## src/rtl/vpk_pkg.sv

```systemverilog
package vpk_pkg;

  // Width of a counter that must reach n inclusive.
  function automatic int cnt_bits(input int n);
    return (n < 2) ? 1 : $clog2(n + 1);
  endfunction

  // True when the set bits of m are a run starting at bit 0.
  function automatic logic low_run(input logic [31:0] m);
    return (m & (m + 32'd1)) == 32'd0;
  endfunction

endpackage

```

## src/rtl/vpk_hazard.sv

```systemverilog
module vpk_hazard #(
  parameter int SLOTS = 4,
  parameter int ID_W  = 8
) (
  input  logic [SLOTS-1:0]           slot_v,
  input  logic [SLOTS-1:0][ID_W-1:0] slot_id,
  input  logic                       held_v,
  input  logic [ID_W-1:0]            held_id,
  input  logic                       dep_v,
  input  logic [ID_W-1:0]            dep_id,
  output logic                       hit_open,
  output logic                       hit_held
);
  logic [SLOTS-1:0] match;

  for (genvar i = 0; i < SLOTS; i++) begin : g_cmp
    assign match[i] = slot_v[i] && (slot_id[i] == dep_id);
  end

  assign hit_open = dep_v && (|match);
  assign hit_held = dep_v && held_v && (held_id == dep_id);
endmodule

```

## src/rtl/vpk_ctrl.sv

```systemverilog
module vpk_ctrl #(
  parameter int SLOTS = 4,
  parameter int CNT_W = 3
) (
  input  logic             in_valid,
  input  logic             flush,
  input  logic [CNT_W-1:0] cnt,
  input  logic             held_v,
  input  logic             hit_open,
  input  logic             hit_held,
  input  logic             out_free,
  output logic             in_ready,
  output logic             place_ev,
  output logic             hold_ev,
  output logic             close_ev
);
  logic acc_full, acc_empty, last_free, can_place, can_hold;

  assign acc_full  = (cnt == CNT_W'(SLOTS));
  assign acc_empty = (cnt == '0);
  assign last_free = (cnt == CNT_W'(SLOTS - 1));
  assign can_place = !hit_open && !hit_held;
  assign can_hold  = hit_open && !hit_held && !held_v;
  assign in_ready  = !acc_full && (can_place || can_hold);

  always_comb begin
    place_ev = 1'b0;
    hold_ev  = 1'b0;
    close_ev = 1'b0;
    if (acc_full) begin
      close_ev = out_free;
    end else if (in_valid) begin
      if (can_place) begin
        place_ev = 1'b1;
        close_ev = last_free && out_free;
      end else if (can_hold) begin
        hold_ev = 1'b1;
      end else begin
        close_ev = out_free;
      end
    end else if (flush) begin
      close_ev = out_free && !acc_empty;
    end
  end
endmodule

```

## src/rtl/vpk_slots.sv

```systemverilog
module vpk_slots #(
  parameter int SLOTS = 4,
  parameter int ID_W  = 8,
  parameter int CNT_W = 3
) (
  input  logic                       clk,
  input  logic                       rst_n,
  input  logic                       place_ev,
  input  logic                       hold_ev,
  input  logic                       close_ev,
  input  logic                       out_free,
  input  logic [ID_W-1:0]            in_id,
  output logic [SLOTS-1:0]           slot_v,
  output logic [SLOTS-1:0][ID_W-1:0] slot_id,
  output logic [CNT_W-1:0]           cnt,
  output logic                       held_v,
  output logic [ID_W-1:0]            held_id,
  output logic [SLOTS-1:0]           bundle_v,
  output logic [SLOTS-1:0][ID_W-1:0] bundle_id
);
  // Bundle as it stands after this cycle's placement, if any.
  for (genvar i = 0; i < SLOTS; i++) begin : g_merge
    logic here;
    assign here         = place_ev && (cnt == CNT_W'(i));
    assign bundle_v[i]  = slot_v[i] | here;
    assign bundle_id[i] = here ? in_id : slot_id[i];
  end

  always_ff @(posedge clk) begin
    if (!rst_n) begin
      slot_v  <= '0;
      slot_id <= '0;
      cnt     <= '0;
      held_v  <= 1'b0;
      held_id <= '0;
    end else if (close_ev) begin
      slot_v     <= '0;
      slot_id    <= '0;
      slot_v[0]  <= held_v;
      slot_id[0] <= held_v ? held_id : '0;
      cnt        <= held_v ? CNT_W'(1) : '0;
      held_v     <= 1'b0;
      held_id    <= '0;
    end else begin
      if (place_ev) begin
        slot_v  <= bundle_v;
        slot_id <= bundle_id;
        cnt     <= cnt + CNT_W'(1);
      end
      if (hold_ev) begin
        held_v  <= 1'b1;
        held_id <= in_id;
      end
    end
  end

  AST_HELD_NEEDS_OPEN: assert property (@(posedge clk) disable iff (!rst_n)
    held_v |-> (cnt != '0));

  AST_HELD_LEADS_NEXT: assert property (@(posedge clk) disable iff (!rst_n)
    (close_ev && held_v) |=> (cnt == CNT_W'(1) && slot_v[0] && slot_id[0] == $past(held_id)));

  AST_FULL_DRAINS: assert property (@(posedge clk) disable iff (!rst_n)
    (cnt == CNT_W'(SLOTS) && out_free) |=> (cnt != CNT_W'(SLOTS)));
endmodule

```

## src/rtl/vpk_outreg.sv

```systemverilog
module vpk_outreg #(
  parameter int SLOTS = 4,
  parameter int ID_W  = 8
) (
  input  logic                       clk,
  input  logic                       rst_n,
  input  logic                       load,
  input  logic [SLOTS-1:0]           bundle_v,
  input  logic [SLOTS-1:0][ID_W-1:0] bundle_id,
  input  logic                       out_ready,
  output logic                       out_valid,
  output logic [SLOTS-1:0]           out_v,
  output logic [SLOTS-1:0][ID_W-1:0] out_id,
  output logic                       out_free
);
  assign out_free = !out_valid || out_ready;

  always_ff @(posedge clk) begin
    if (!rst_n) begin
      out_valid <= 1'b0;
      out_v     <= '0;
      out_id    <= '0;
    end else if (load) begin
      out_valid <= 1'b1;
      out_v     <= bundle_v;
      out_id    <= bundle_id;
    end else if (out_ready) begin
      out_valid <= 1'b0;
    end
  end

  AST_HOLD_WHILE_STALLED: assert property (@(posedge clk) disable iff (!rst_n)
    (out_valid && !out_ready) |=> (out_valid && $stable(out_v) && $stable(out_id)));

  AST_SLOT0_USED: assert property (@(posedge clk) disable iff (!rst_n)
    out_valid |-> out_v[0]);

  AST_LOW_RUN: assert property (@(posedge clk) disable iff (!rst_n)
    out_valid |-> vpk_pkg::low_run(32'(out_v)));

  for (genvar i = 0; i < SLOTS; i++) begin : g_noop
    AST_NOOP_ZERO: assert property (@(posedge clk) disable iff (!rst_n)
      (out_valid && !out_v[i]) |-> (out_id[i] == '0));
  end
endmodule

```

## src/rtl/vliw_packer.sv

```systemverilog
module vliw_packer #(
  parameter int SLOTS = 4,
  parameter int ID_W  = 8
) (
  input  logic                    clk,
  input  logic                    rst_n,
  input  logic                    in_valid,
  output logic                    in_ready,
  input  logic [ID_W-1:0]         in_id,
  input  logic                    in_dep_valid,
  input  logic [ID_W-1:0]         in_dep_id,
  input  logic                    flush,
  output logic                    out_valid,
  input  logic                    out_ready,
  output logic [SLOTS-1:0]        out_slot_valid,
  output logic [SLOTS*ID_W-1:0]   out_slot_id
);
  localparam int CNT_W = vpk_pkg::cnt_bits(SLOTS);

  logic [SLOTS-1:0]           slot_v, bundle_v, o_v;
  logic [SLOTS-1:0][ID_W-1:0] slot_id, bundle_id, o_id;
  logic [CNT_W-1:0]           cnt;
  logic                       held_v, hit_open, hit_held, out_free;
  logic [ID_W-1:0]            held_id;
  logic                       place_ev, hold_ev, close_ev;

  vpk_hazard #(.SLOTS(SLOTS), .ID_W(ID_W)) u_hazard (
    .slot_v(slot_v), .slot_id(slot_id), .held_v(held_v), .held_id(held_id),
    .dep_v(in_dep_valid), .dep_id(in_dep_id),
    .hit_open(hit_open), .hit_held(hit_held)
  );

  vpk_ctrl #(.SLOTS(SLOTS), .CNT_W(CNT_W)) u_ctrl (
    .in_valid(in_valid), .flush(flush), .cnt(cnt), .held_v(held_v),
    .hit_open(hit_open), .hit_held(hit_held), .out_free(out_free),
    .in_ready(in_ready), .place_ev(place_ev), .hold_ev(hold_ev), .close_ev(close_ev)
  );

  vpk_slots #(.SLOTS(SLOTS), .ID_W(ID_W), .CNT_W(CNT_W)) u_slots (
    .clk(clk), .rst_n(rst_n), .place_ev(place_ev), .hold_ev(hold_ev),
    .close_ev(close_ev), .out_free(out_free), .in_id(in_id),
    .slot_v(slot_v), .slot_id(slot_id), .cnt(cnt), .held_v(held_v), .held_id(held_id),
    .bundle_v(bundle_v), .bundle_id(bundle_id)
  );

  vpk_outreg #(.SLOTS(SLOTS), .ID_W(ID_W)) u_out (
    .clk(clk), .rst_n(rst_n), .load(close_ev), .bundle_v(bundle_v), .bundle_id(bundle_id),
    .out_ready(out_ready), .out_valid(out_valid), .out_v(o_v), .out_id(o_id),
    .out_free(out_free)
  );

  assign out_slot_valid = o_v;
  assign out_slot_id    = o_id;

  AST_NO_TAKE_WHEN_FULL: assert property (@(posedge clk) disable iff (!rst_n)
    (cnt == CNT_W'(SLOTS)) |-> !in_ready);
endmodule

```

## config.mk

```make
export PLATFORM = sky130hd
export DESIGN_NAME = vliw_packer
export DESIGN_NICKNAME = d
export VERILOG_FILES = /design/src/rtl/vpk_pkg.sv /design/src/rtl/vpk_hazard.sv /design/src/rtl/vpk_ctrl.sv /design/src/rtl/vpk_slots.sv /design/src/rtl/vpk_outreg.sv /design/src/rtl/vliw_packer.sv
export SDC_FILE = /design/constraint.sdc
export NUM_CORES = 1
export LEC_CHECK = 0
export BUFFER_PORTS_ARGS = -buffer_cell sky130_fd_sc_hd__clkbuf_2
export CORE_AREA = 2 2 93 95
export DETAILED_ROUTE_END_ITERATION = 8
export DIE_AREA = 0 0 95 97
export GPL_TIMING_DRIVEN = 0
export PLACE_DENSITY = 0.69
export SKIP_LAST_GASP = 1
export SLEW_MARGIN = 20
export SYNTH_ARGS = -nofsm -noshare
export SYNTH_HDL_FRONTEND = slang
export SYNTH_HIERARCHICAL = 1
export SYNTH_SLANG_ARGS = --single-unit
export TNS_END_PERCENT = 20
```

## constraint.sdc

```tcl
create_clock -name clk -period 3.9 [get_ports clk]
set_input_delay 0.78 -clock clk [delete_from_list [all_inputs] [get_ports clk]]
set_output_delay 0.78 -clock clk [all_outputs]
set_load 0.03 [all_outputs]
```

* Yosys cells after proc, flatten, opt, wreduce, memory -nomap -nowiden *
Cells that the tools add are included.

word-level totals
  register bits after elaboration = 85
  input port bits = 22
  logic and storage cells = 86

operators by class
  add/subtract/negate cells = 1
  equality and inequality tests = 9
  multiplexer cells = 26
  bitwise logic cells = 5
  reductions and logical operators = 30

operator list
  cell                                                 count
  2-to-1 mux 8 bit                                     7
  equality test 8 bit                                  5
  logical AND 1 bit                                    17
  2-to-1 mux 1 bit                                     17
  equality test 3 x 2 -> 1 bit, second input constant  2
  logical NOT 1 bit                                    6
  2-to-1 mux 3 bit                                     2
  bitwise OR 1 bit                                     4
  nonzero test 2 bit                                   2
  OR reduction 4 bit                                   1
  adder 3 x 1 -> 3 bit, second input constant          1
  equality test 3 x 1 -> 1 bit, second input constant  1
  equality test 3 bit, second input constant           1
  logical NOT 3 bit                                    1
  logical OR 1 bit                                     2
  OR reduction 2 bit                                   1
  inverter 1 bit                                       1

* Depth between registers and ports, before layout *
Gate-level depths: netlist (run 1).

  word-level depth = 13
  mapped depth = 14
  mapped depth without buffers = 11

* Cells and area by module *
Netlist (run 1), hierarchy kept.

modules (own cells, without submodules)
  module      instances  cells each  area an instance (µm²)  sequential area each (µm²)
  vpk_slots   1          169         1,946.9                 960.9
  vpk_outreg  1          119         1,426.4                 740.7
  vpk_hazard  1          64          524.3                   0.0
  vpk_ctrl    1          11          86.3                    0.0

* Least setup slack after synthesis (run 1) *
OpenSTA, ideal clock, no wires.

  path kind = in2out
  start point = input in_dep_id[0]
  end point = output in_ready
  data arrival time = 2.354 ns
  setup slack = 0.766 ns
  cell stages on the path = 7
  path buffers = 1
  cells stage by stage = buf_2 -> xor2_1 -> nor4_2 -> nand3_1 -> o41ai_2 -> o31a_1 -> a211oi_1

between the ends
  cells in the longest elaborated chain, start to end = 8

ends and longest elaborated chain
  element                                                 line                            RTL
  from (decl)                                             vliw_packer.sv:11               input logic [ID_W-1:0] in_dep_id,
  equality test 8 bit                                     vpk_hazard.sv:17                assign match[i] = slot_v[i] && (slot_id[i] == dep_id);
  logical AND 1 bit                                       vpk_hazard.sv:17
  OR reduction 4 bit (*)                                  vpk_hazard.sv:20                assign hit_open = dep_v && (|match);
  logical AND 1 bit (*)                                   vpk_hazard.sv:20
  net hit_open                                            vliw_packer.sv:23               logic held_v, hit_open, hit_held, out_free;
  logical NOT 1 bit or logical AND 1 bit (tied branches)  vpk_ctrl.sv:22, vpk_ctrl.sv:23
  logical AND 1 bit, on equally long branches             vpk_ctrl.sv:22, vpk_ctrl.sv:23
  logical OR 1 bit (*)                                    vpk_ctrl.sv:24                  assign in_ready = !acc_full && (can_place || can_hold);
  logical AND 1 bit (*)                                   vpk_ctrl.sv:24
  to (decl)                                               vliw_packer.sv:8                output logic in_ready,

Mark *: on every way through the listed nets, which the timed path passes. The rest lies on a longest branch.

* Worst setup path after layout (run 1) *
  start point = input in_dep_id[0]
  end point = register u_slots.held_id[1]

between the ends
  cells in the longest elaborated chain, start to end = 11

ends and longest elaborated chain
  element                                  line               RTL
  equality test 8 bit                      vpk_hazard.sv:17
  logical AND 1 bit                        vpk_hazard.sv:17
  OR reduction 4 bit (*)                   vpk_hazard.sv:20
  logical AND 1 bit (*)                    vpk_hazard.sv:20
  net hit_open                             vliw_packer.sv:23
  logical AND 1 bit (2 in series)          vpk_ctrl.sv:23     assign can_hold = hit_open && !hit_held && !held_v;
  2-to-1 mux 1 bit                         vpk_ctrl.sv:36     end else if (can_hold) begin
  2-to-1 mux 1 bit (*)                     vpk_ctrl.sv:33     if (can_place) begin
  2-to-1 mux 1 bit (*)                     vpk_ctrl.sv:32     end else if (in_valid) begin
  2-to-1 mux 1 bit (*)                     vpk_ctrl.sv:30     if (acc_full) begin
  net close_ev                             vliw_packer.sv:25  logic place_ev, hold_ev, close_ev;
  OR reduction 2 bit (no source line) (*)  n/a
  to (signal assigned)                     vpk_slots.sv:52    held_id <= in_id;
  to (decl)                                vpk_slots.sv:17    output logic [ID_W-1:0] held_id,

Marks and branches as above.
A chain may end at the register's enable or synchronous reset.

==> results.yml, run 1 <==
clock_network:
  cts_setup_buffers: 0
  clock-root-buffer: "clkbuf_8"
  worst_skew_pair.late_latency_ns: 0.35
  cts_resized: 0
  cts_hold_buf: 0
  numClockSinks: 85
  cts_made_buffers: 9
  h-tree-depth: 3
  cts_tree: "done"
  clkTransAtPathRegs_ns: 0.08
  clock_path_buffers: 2
timing:
  finClkSkew_ns: 0.007188
  rsz0062_at_grt: "no"
  finalSetupViolCount: 0
  maxSlewViolCount: 0
  period_share_pct: 87.59
  timing.fmax_mhz: 292.7
  hold_viol_final: 0
  worst_pin_slew_ns: 0.7165
  min_period_ns: 3.416
  slew_headroom_pct: 51.80
  totalNegativeSetupSlack_ns: 0
  worst_hold_slack_ns: 0.5205
setup_path:
  cp.arrival_ns: 3.63
  crit_path_max_fanout: 10
  endpoint_kind: "flop"
  timing.setup.critical_path_class: "input pin to flop"
  start_kind: "input pin"
  crit_required_ns: 4.12
pwr:
  p_per_area_mw_per_mm2: 501.0
  peakVddDrop_mv: 0.2103
  p_leak_uw: 0.001884
drt:
  drc: 0
  drtAntennaViolNets: 0
  dr.pass1.iters: 4
  drtIter0Drc: 112
  wl_per_cell_um: 16.67
  vias: 2692
  avgViaCountPerCell: 5.032
  wirelength_mm: 8.919
grt:
  grt_first_pass_wirelength_mm: 14.38
  grt-ovfl-total: 0
  grt_pass1_vias: 2734
  grt_usage_pct: 20.59
  top_usage_layer: "met2"
  grt_use_met2_pct: 31.53
  antenna_found_initial: 0
  grt_start_max_net_pins: 15
  use_met3_pct: 3.427
  grt_use_met1_pct: 28.56
cells_and_area:
  finalNonFillerCells: 535
  syn2layout_area_growth_pct: 15.36
  finish.utilization_pct: 56.50
  final_nets: 452
  layout_commonest_cell: "dfxtp_1"
  antenna_cells: 0
  post-route-cell-area_sq_mm: 0.004596
  drive_above_1_share_pct: 28.14
  layout_common_cells: "dfxtp_1 (85), nor2b_1 (63), clkbuf_2 (51)"
floorplan:
  boundaryPins: 60
  chipHeight_um: 97
  coreArea_sq_mm: 0.008134
  die_w_um: 95
  initial_core_util_pct: 48.98
  rows: 33
  die_area_sq_mm: 0.009215
place:
  port_buffers: 51
  gp_congestion: 0.8853
  placed_cells: 519
  hpwl_mm: 6.434
  placed_cell_area_sq_mm: 0.004370
synthesis:
  synthesis.nets: 390
  yosysUniqueCellTypes: 40
  syn_inst: 363
  synth_area_sq_mm: 0.003984
  syn_avg_cell_area_sq_um: 10.97
  synth_seq_cells: 85
  yosysSeqAreaShare_pct: 42.71
  yosysWarningCount: 6
flow_run:
  cap_violations: 0
min_path:
  min_path_type: "flop to flop"
status:
  status: "finished, final reports clean"
## critical path, stage by stage
cell	delay, ns
buf_2	0.17
xor2_1	0.19
nor4_2	0.25
nand3_1	0.14
o41ai_2	0.32
o31a_1	0.29
a21oi_1	0.11
a21boi_1	0.19
o31a_1	0.23
inv_1	0.09
nand2_1	0.08
buf_2	0.23
buf_1	0.43
nor2_1	0.12
## synth_stat cells
cell	number	area, sq um
nand2_2	1	6.260
clkbuf_1	8	30.03
and3_1	1	6.260
nand3b_4	1	20.02
a21oi_1	2	10.01
mux2i_1	45	450.4
nand3b_2	2	22.52
nor2_1	14	52.55
nor4_1	7	43.79
nand3_1	3	15.01
mux2_2	32	360.4
nor4_2	1	12.51
a211oi_1	2	15.01
buf_6	4	45.04
xor2_1	35	306.5
dfxtp_1	85	1702
nor3b_2	1	12.51
buf_1	1	3.750
and4b_1	1	10.01
o41ai_2	1	16.27
inv_1	5	18.77
nor2b_1	63	394.1
o31a_1	2	17.52
buf_4	3	22.52
a32o_1	8	80.08
nor3b_1	1	7.510
nand4bb_1	1	11.26
o21ai_0	1	5.000
nand2_1	1	3.750
buf_2	5	25.02
nand4_1	2	12.51
a21boi_0	1	7.510
a21boi_1	1	7.510
o21ba_2	1	10.01
xnor2_1	6	52.55
ha_1	5	62.56
buf_12	3	60.06
nor4b_1	1	8.760
nor3_1	1	5.000
nand2b_1	5	31.28
## metal layers
layer	wire length (um)	share of wire [%]	up-vias
li1	-	-	1364
met1	4427	50	1260
met2	4018	45	59
met3	352	3.9	9
met4	121	1.4	0
met5	0	0	-
## final timing paths
kind / slack (ns) / start / endpoint / depth (start not counted)
min reg2reg: 0.52 / u_out/out_id[18] / u_out/out_id[18] / 2
max: 0.48 / in_dep_id[0] / u_slots/held_id[1] / 14
min: 0.52 / u_out/out_id[18] / u_out/out_id[18] / 2
max reg2reg: 0.73 / u_slots/slot_id[21] / u_slots/held_id[1] / 13
## state kept, by name (all words and copies together) (netlist names)
signal	cells
u_out/out_v	4
u_slots/held_v	1
u_slots/cnt	3
u_out/out_id	32
u_slots/held_id	8
u_slots/slot_v	4
u_slots/slot_id	32
u_out/out_valid	1
## cells by family after synthesis
group	count (synthesis)	share of synthesized area, %
adder cells (fa/ha/maj)	5	1.570
multiplexers	77	20.35
AO/OA/AOI/OAI	19	4.240
XOR/XNOR	41	9.014
flip-flops	85	42.71
AND/OR/NAND/NOR	107	16.96
buffers and inverters	29	5.151
## final cells by class
| cell class | instances | area, sq um |
|---|---|---|
| fill | 736 | 3538 |
| multi-input combinational | 249 | 2077 |
| sequential | 85 | 1702 |
| timing repair buffer | 51 | 255.2 |
| buffer | 24 | 186.4 |
| clock buffer | 11 | 141.4 |
| tap | 105 | 131.4 |
| clock inverter | 5 | 83.83 |
| inverter | 5 | 18.77 |
## where the power goes
group	internal, uW	total (uW)	switching [uW]
sequential	931	979	47.5
clock	380	696	316
combinational	287	628	341
## through the flow
| stage | total power (uW) | setup slack, ns |
|---|---|---|
| 3_3_place_gp | 1616 | 0.2716 |
| 4_1_cts | 2321 | 0.5129 |
| 5_1_grt | 2420 | 0.2336 |
| 3_5_place_dp | 1625 | 0.1347 |
| 6_report | 2302 | 0.4840 |
| 2_1_floorplan | 1480 | 0.7658 |
No activity file was read; power rests on OpenSTA's default activity.
==> inputs of run 2 (changes only) <==
--- a/config.mk
+++ b/config.mk
@@ -5,12 +5,13 @@
 export SDC_FILE = /design/constraint.sdc
 export NUM_CORES = 1
 export LEC_CHECK = 0
+export ABC_AREA = 1
 export BUFFER_PORTS_ARGS = -buffer_cell sky130_fd_sc_hd__clkbuf_2
-export CORE_AREA = 2 2 93 95
+export CORE_AREA = 2 2 137 139
 export DETAILED_ROUTE_END_ITERATION = 8
-export DIE_AREA = 0 0 95 97
+export DIE_AREA = 0 0 139 141
 export GPL_TIMING_DRIVEN = 0
-export PLACE_DENSITY = 0.69
+export PLACE_DENSITY = 0.44
 export SKIP_LAST_GASP = 1
 export SLEW_MARGIN = 20
 export SYNTH_ARGS = -nofsm -noshare
==> run 2 against run 1 <==
Combinational power grew 12%. Hold slack got worse by 0.040 ns. Clock skew down 0.0024 ns. Synthesized cell count increased by 75%. Register-to-register slack gained 0.08 ns. Largest power group unchanged. Highest routed layer unchanged.
==> results.yml, run 2 <==
timing:
  totalNegativeSetupSlack_ns: 0
  finalSetupViolCount: 0
  rsz0062_at_grt: "no"
  min_period_ns: 3.408
  hold_viol_final: 0
  slew_headroom_pct: 46.48
  worst_hold_slack_ns: 0.4803
  finClkSkew_ns: 0.004786
  timing.fmax_mhz: 293.4
  worst_pin_slew_ns: 0.7954
  period_share_pct: 87.39
  maxSlewViolCount: 0
place:
  placed_cell_area_sq_mm: 0.005011
  hpwl_mm: 9.697
  gp_congestion: 0.7759
  port_buffers: 56
cells_and_area:
  layout_common_cells: "nor2_1 (111), inv_1 (109), nand2_1 (108)"
  largest_registers: "u_out/out_id x32, u_slots/slot_id x32, u_slots/held_id x8"
  final_nets: 730
  antenna_cells: 0
  layout_commonest_cell: "nor2_1"
  post-route-cell-area_sq_mm: 0.005336
  drive_above_1_share_pct: 21.05
  syn2layout_area_growth_pct: 20.24
pwr:
  peakVddDrop_mv: 0.1972
  p_per_area_mw_per_mm2: 499.8
  p_leak_uw: 0.002726
floorplan:
  rows: 50
  chipHeight_um: 141
  die_area_sq_mm: 0.01960
  die_w_um: 139
  coreArea_sq_mm: 0.01827
  initial_core_util_pct: 24.29
  boundaryPins: 60
synthesis:
  synth_seq_cells: 85
  yosysUniqueCellTypes: 39
  synth_area_sq_mm: 0.004438
  synthesis.nets: 663
  yosysSeqAreaShare_pct: 38.34
  synth_commonest_cells: "nor2_1 (111), inv_1 (109), nand2_1 (108)"
  synth_top_area_cell: "dfxtp_1"
  ys.flop_type: "dfxtp_1"
  syn_avg_cell_area_sq_um: 6.978
  syn_inst: 636
  async_flop_share_pct: 0
  synth.area.top_cells: "dfxtp_1 (38%), nor2_1 (9.4%), inv_1 (9.2%)"
  yosysMostFrequentCell: "nor2_1"
  yosysWarningCount: 6
  synth_top_area_share_pct: 38.34
  synth_edf_count: 0
grt:
  grt_pass1_vias: 3837
  antenna_found_initial: 0
  use_met3_pct: 2.683
  grt-ovfl-total: 0
  top_usage_layer: "met2"
  grt_use_met2_pct: 22.35
  grt_use_met1_pct: 17.88
  grt_first_pass_wirelength_mm: 20.81
  grt_usage_pct: 13.82
  grt_start_max_net_pins: 15
clock_network:
  worst_skew_pair.late_latency_ns: 0.35
  clock-root-buffer: "clkbuf_16"
  numClockSinks: 85
  h-tree-depth: 3
  clkTransAtPathRegs_ns: 0.06
  cts_setup_buffers: 0
  cts_hold_buf: 0
  cts_tree: "done"
  cts_made_buffers: 9
  cts_resized: 0
  clock_path_buffers: 2
drt:
  drtIter0Drc: 160
  avgViaCountPerCell: 4.131
  wirelength_mm: 13.03
  wl_per_cell_um: 13.83
  dr.pass1.iters: 4
  drtAntennaViolNets: 0
  vias: 3891
  drc: 0
setup_path:
  crit_family: "simple AND/OR/NAND/NOR gates"
  cp.arrival_ns: 3.62
  crit_required_ns: 4.12
  crit_chain: "clkbuf_2 -> inv_1 -> nand2_1 -> nand4_1 -> nor4_1 -> a21oi_1 -> nand2_1 -> nand2_1 -> a21oi_1 -> nor2_4 -> inv_2 -> clkbuf_1 -> nor2_1"
  reg2regPathDepth: 11
  cp_common_cell: "nand2_1"
  timing.setup.critical_path_class: "input pin to flop"
  crit_cells: 13
  cp_num_buf_inv: 4
  crit_path_max_fanout: 10
  rrSetupSlack_ns: 0.81
  worst_path_max_delay_cell: "nor4_1"
  start_kind: "input pin"
  cp-startpoint: "in_dep_id[6]"
  crit-reg2reg-launch: "u_slots/held_id[5]"
  endpoint_kind: "flop"
  cpPeakStageDelay_ns: 0.68
  reg2reg_to: "u_slots/slot_id[29]"
  worstSetupEndpoint: "u_slots/slot_id[29]"
min_path:
  worstHoldStart: "u_slots/slot_v[3]"
  min_path_type: "flop to flop"
flow_run:
  cap_violations: 0
status:
  status: "finished, final reports clean"
run 2: stage by stage:
step	setup slack (ns)	utilization, %	power, uW	instances
6_report	0.4919	29.21	2667	942
5_1_grt	0.2706	29.21	2825	942
4_1_cts	0.4960	29.21	2705	942
3_5_place_dp	0.1366	27.43	1751	926
3_3_place_gp	0.08323	27.43	1751	926
2_1_floorplan	1.063	-	1544	636
run 2: routing by layer:
metal / wire [um] / vias to the layer above
met1: 6113 / 1716
met5: 0 / -
met3: 552 / 21
met2: 5983 / 75
li1: - / 2079
met4: 376 / 0
run 2: tightest hold or removal path: stages, from the launching register on:
cell and delay [ns]:
dfxtp_1 0.31, inv_1 0.06, a21oi_1 0.06
run 2: logic make-up (layout without fill, tap and decap cells):
family,count (synthesis),in the layout,share of synthesized area [%]
AND/OR/NAND/NOR,285,285,28.33
flip-flops,85,85,38.34
buffers and inverters,146,218,15.79
adder cells (fa/ha/maj),5,5,1.410
AO/OA/AOI/OAI,100,100,13.17
XOR/XNOR,15,15,2.960
run 2: worst min-delay path by stage:
| stage | slack [ns] | depth (start not counted) | endpoint |
|---|---|---|---|
| 2_1_floorplan | 0.45 | 2 | u_slots/slot_v[1] |
| 3_3_place_gp | 0.46 | 2 | u_slots/slot_v[3] |
| 3_5_place_dp | 0.47 | 2 | u_slots/slot_v[3] |
| 4_1_cts | 0.48 | 2 | u_slots/slot_v[3] |
| 5_1_grt | 0.51 | 2 | u_slots/slot_v[3] |
| 6_report | 0.48 | 2 | u_slots/slot_v[3] |
run 2: power by group:
group / internal, uW / switching (uW) / leakage (uW)
logic: 232 / 469 / 0.00187
registers: 963 / 55.9 / 0.000692
clock network: 577 / 370 / 0.000158
total: 1770 / 895 / 0.00273
run 2: final cells by class:
class                           count  area [sq um]
Fill cell                        2098         12930
Multi-Input combinational cell    405          2036
Sequential cell                    85          1702
Inverter                          119         459.2
Tap cell                          234         292.8
Timing Repair Buffer               56         280.3
Buffer                             27         241.5
Clock buffer                       10         239.0
Clock inverter                      6         86.33
==> inputs of run 3 (changes only) <==
--- a/config.mk
+++ b/config.mk
@@ -7,9 +7,10 @@
 export LEC_CHECK = 0
 export ABC_AREA = 1
 export BUFFER_PORTS_ARGS = -buffer_cell sky130_fd_sc_hd__clkbuf_2
-export CORE_AREA = 2 2 137 139
+export CORE_AREA = 2 2 112 169
+export CTS_CLUSTER_DIAMETER = 30
 export DETAILED_ROUTE_END_ITERATION = 8
-export DIE_AREA = 0 0 139 141
+export DIE_AREA = 0 0 114 171
 export GPL_TIMING_DRIVEN = 0
 export PLACE_DENSITY = 0.44
 export SKIP_LAST_GASP = 1
==> run 3 against run 2 <==
Count of clock-buffer cells in the layout decreased by 1. Clock skew increased by 0.0029 ns. Non-clock buffer count unchanged. Die area decreased by 0.54%. Hold slack got worse by 0.0059 ns. Final area decreased by 0.98%. Critical path type unchanged.
==> results.yml, run 3 (synthesized netlist as in run 2, its figures left out) <==
clock_network:
  cts_resized: 0
  worst_skew_pair.late_latency_ns: 0.34
  cts_made_buffers: 9
  cts_tree: "done"
  cts_setup_buffers: 0
  clock-root-buffer: "clkbuf_16"
  numClockSinks: 85
  cts_hold_buf: 0
  clock_path_buffers: 2
  h-tree-depth: 3
  clkTransAtPathRegs_ns: 0.07
min_path:
  min_path_type: "flop to flop"
  holdPathStages: 2
  worstHoldStart: "u_slots/slot_v[2]"
setup_path:
  start_kind: "input pin"
  cp_common_cell: "nor2_1"
  cp.arrival_ns: 3.62
  crit_required_ns: 4.10
  cp-startpoint: "in_dep_id[7]"
  timing.setup.critical_path_class: "input pin to flop"
  reg2regPathDepth: 11
  crit-reg2reg-launch: "u_slots/held_id[0]"
  endpoint_kind: "flop"
  crit_chain: "clkbuf_2 -> inv_1 -> nor2_1 -> nor2_1 -> nand2_1 -> nor2_1 -> nand3_1 -> nand2_1 -> nor2_1 -> nor2_1 -> a21oi_1 -> nand2_1 -> nand2_1 -> a21oi_1 -> nor2_4 -> inv_2 -> clkbuf_1 -> nor2_1"
  cpPeakStageDelay_ns: 0.52
  crit_path_max_fanout: 10
  worst_path_max_delay_cell: "a21oi_1"
floorplan:
  rows: 61
  initial_core_util_pct: 24.43
  die_w_um: 114
  coreArea_sq_mm: 0.01816
  chipHeight_um: 171
  die_area_sq_mm: 0.01949
  boundaryPins: 60
grt:
  grt_usage_pct: 13.59
  grt_first_pass_wirelength_mm: 20.47
  antenna_found_initial: 0
  grt-ovfl-total: 0
  grt_pass1_vias: 3792
  grt_start_max_net_pins: 15
place:
  gp_congestion: 0.7910
  placed_cell_area_sq_mm: 0.004994
  hpwl_mm: 9.967
  port_buffers: 56
status:
  status: "finished, final reports clean"
drt:
  drtAntennaViolNets: 0
  dr.pass1.iters: 4
  drc: 0
  wirelength_mm: 12.70
  avgViaCountPerCell: 4.122
  wl_per_cell_um: 13.70
  vias: 3821
  drtIter0Drc: 130
timing:
  totalNegativeSetupSlack_ns: 0
  slew_headroom_pct: 38.10
  hold_viol_final: 0
  min_period_ns: 3.414
  finClkSkew_ns: 0.007666
  worst_pin_slew_ns: 0.9215
  period_share_pct: 87.53
  finalSetupViolCount: 0
  rsz0062_at_grt: "no"
  timing.fmax_mhz: 292.9
  maxSlewViolCount: 0
  worst_hold_slack_ns: 0.4744
cells_and_area:
  largest_registers: "u_out/out_id x32, u_slots/slot_id x32, u_slots/held_id x8"
  layout_common_cells: "nor2_1 (111), inv_1 (109), nand2_1 (108)"
  antenna_cells: 0
  n_fill_cell: 2056
  finish.utilization_pct: 29.09
  syn2layout_area_growth_pct: 19.06
  layout_commonest_cell: "nor2_1"
  drive_above_1_share_pct: 20.93
  final_nets: 730
  post-route-cell-area_sq_mm: 0.005284
pwr:
  power_uw: 2567
  p_leak_uw: 0.002709
  swShare_pct: 34.26
  pwr-share-clk_pct: 33.2
  seq_power_share_pct: 39.6
  internal_power_uw: 1688
  p_per_area_mw_per_mm2: 485.9
  p_comb_share_pct: 27.2
  peakVddDrop_mv: 0.2756
  p_sw_uw: 879.6
flow_run:
  cap_violations: 0
-- run 3: cell count changes in the layout (fill, tap and decap cells not counted), sizes merged --
| cell | before | now |
|---|---|---|
| clkinv | 6 | 7 |
| bufinv | 2 | 1 |
| clkbuf | 70 | 69 |
-- run 3: final timing paths --
check / to / slack (ns)
setup / recovery: u_slots/slot_id[17] / 0.49
hold / removal: u_slots/slot_v[2] / 0.47
setup reg to reg: u_slots/slot_id[17] / 0.84
hold reg to reg: u_slots/slot_v[2] / 0.47
-- run 3: critical path, delay by kind of cell --
kind / cells / cell delay [ns]
and+or+nand+nor: 12 / 1.29
buffers and inverters: 4 / 0.87
AOI/OAI and AO/OA: 2 / 0.66
-- run 3: power by group through the flow --
stage	clock [uW]	combinational, uW	sequential (uW)
3_3_place_gp	0	707	1040
5_1_grt	921	779	1030
4_1_cts	886	712	1020
6_report	853	697	1020
2_1_floorplan	0	394	1150
3_5_place_dp	0	707	1040
-- run 3: per-stage QoR --
step | cells | setup WS (ns)
after global placement | 912 | 0.1116
final | 927 | 0.4863
after global routing | 927 | 0.1706
after detailed placement | 912 | 0.1035
after CTS | 927 | 0.4565
after floorplan | 636 | 1.063
-- run 3: layout make-up --
class / count / area [sq um] / area share, %
Clock buffer: 9 / 225.2 / 4.262
Tap cell: 220 / 275.3 / 5.210
Timing Repair Buffer: 56 / 280.3 / 5.304
Sequential cell: 85 / 1702 / 32.20
Inverter: 119 / 459.2 / 8.690
Buffer: 27 / 241.5 / 4.570
Multi-Input combinational cell: 405 / 2036 / 38.53
Clock inverter: 6 / 65.06 / 1.231
-- run 3: layer usage --
layer	GRT usage (%)	vias up	part of all wire (%)
met5	0	-	0
met4	3.659	0	1.3
met3	2.444	9	3.5
met2	25.67	59	53
met1	15.46	1675	42
li1	-	2078	-
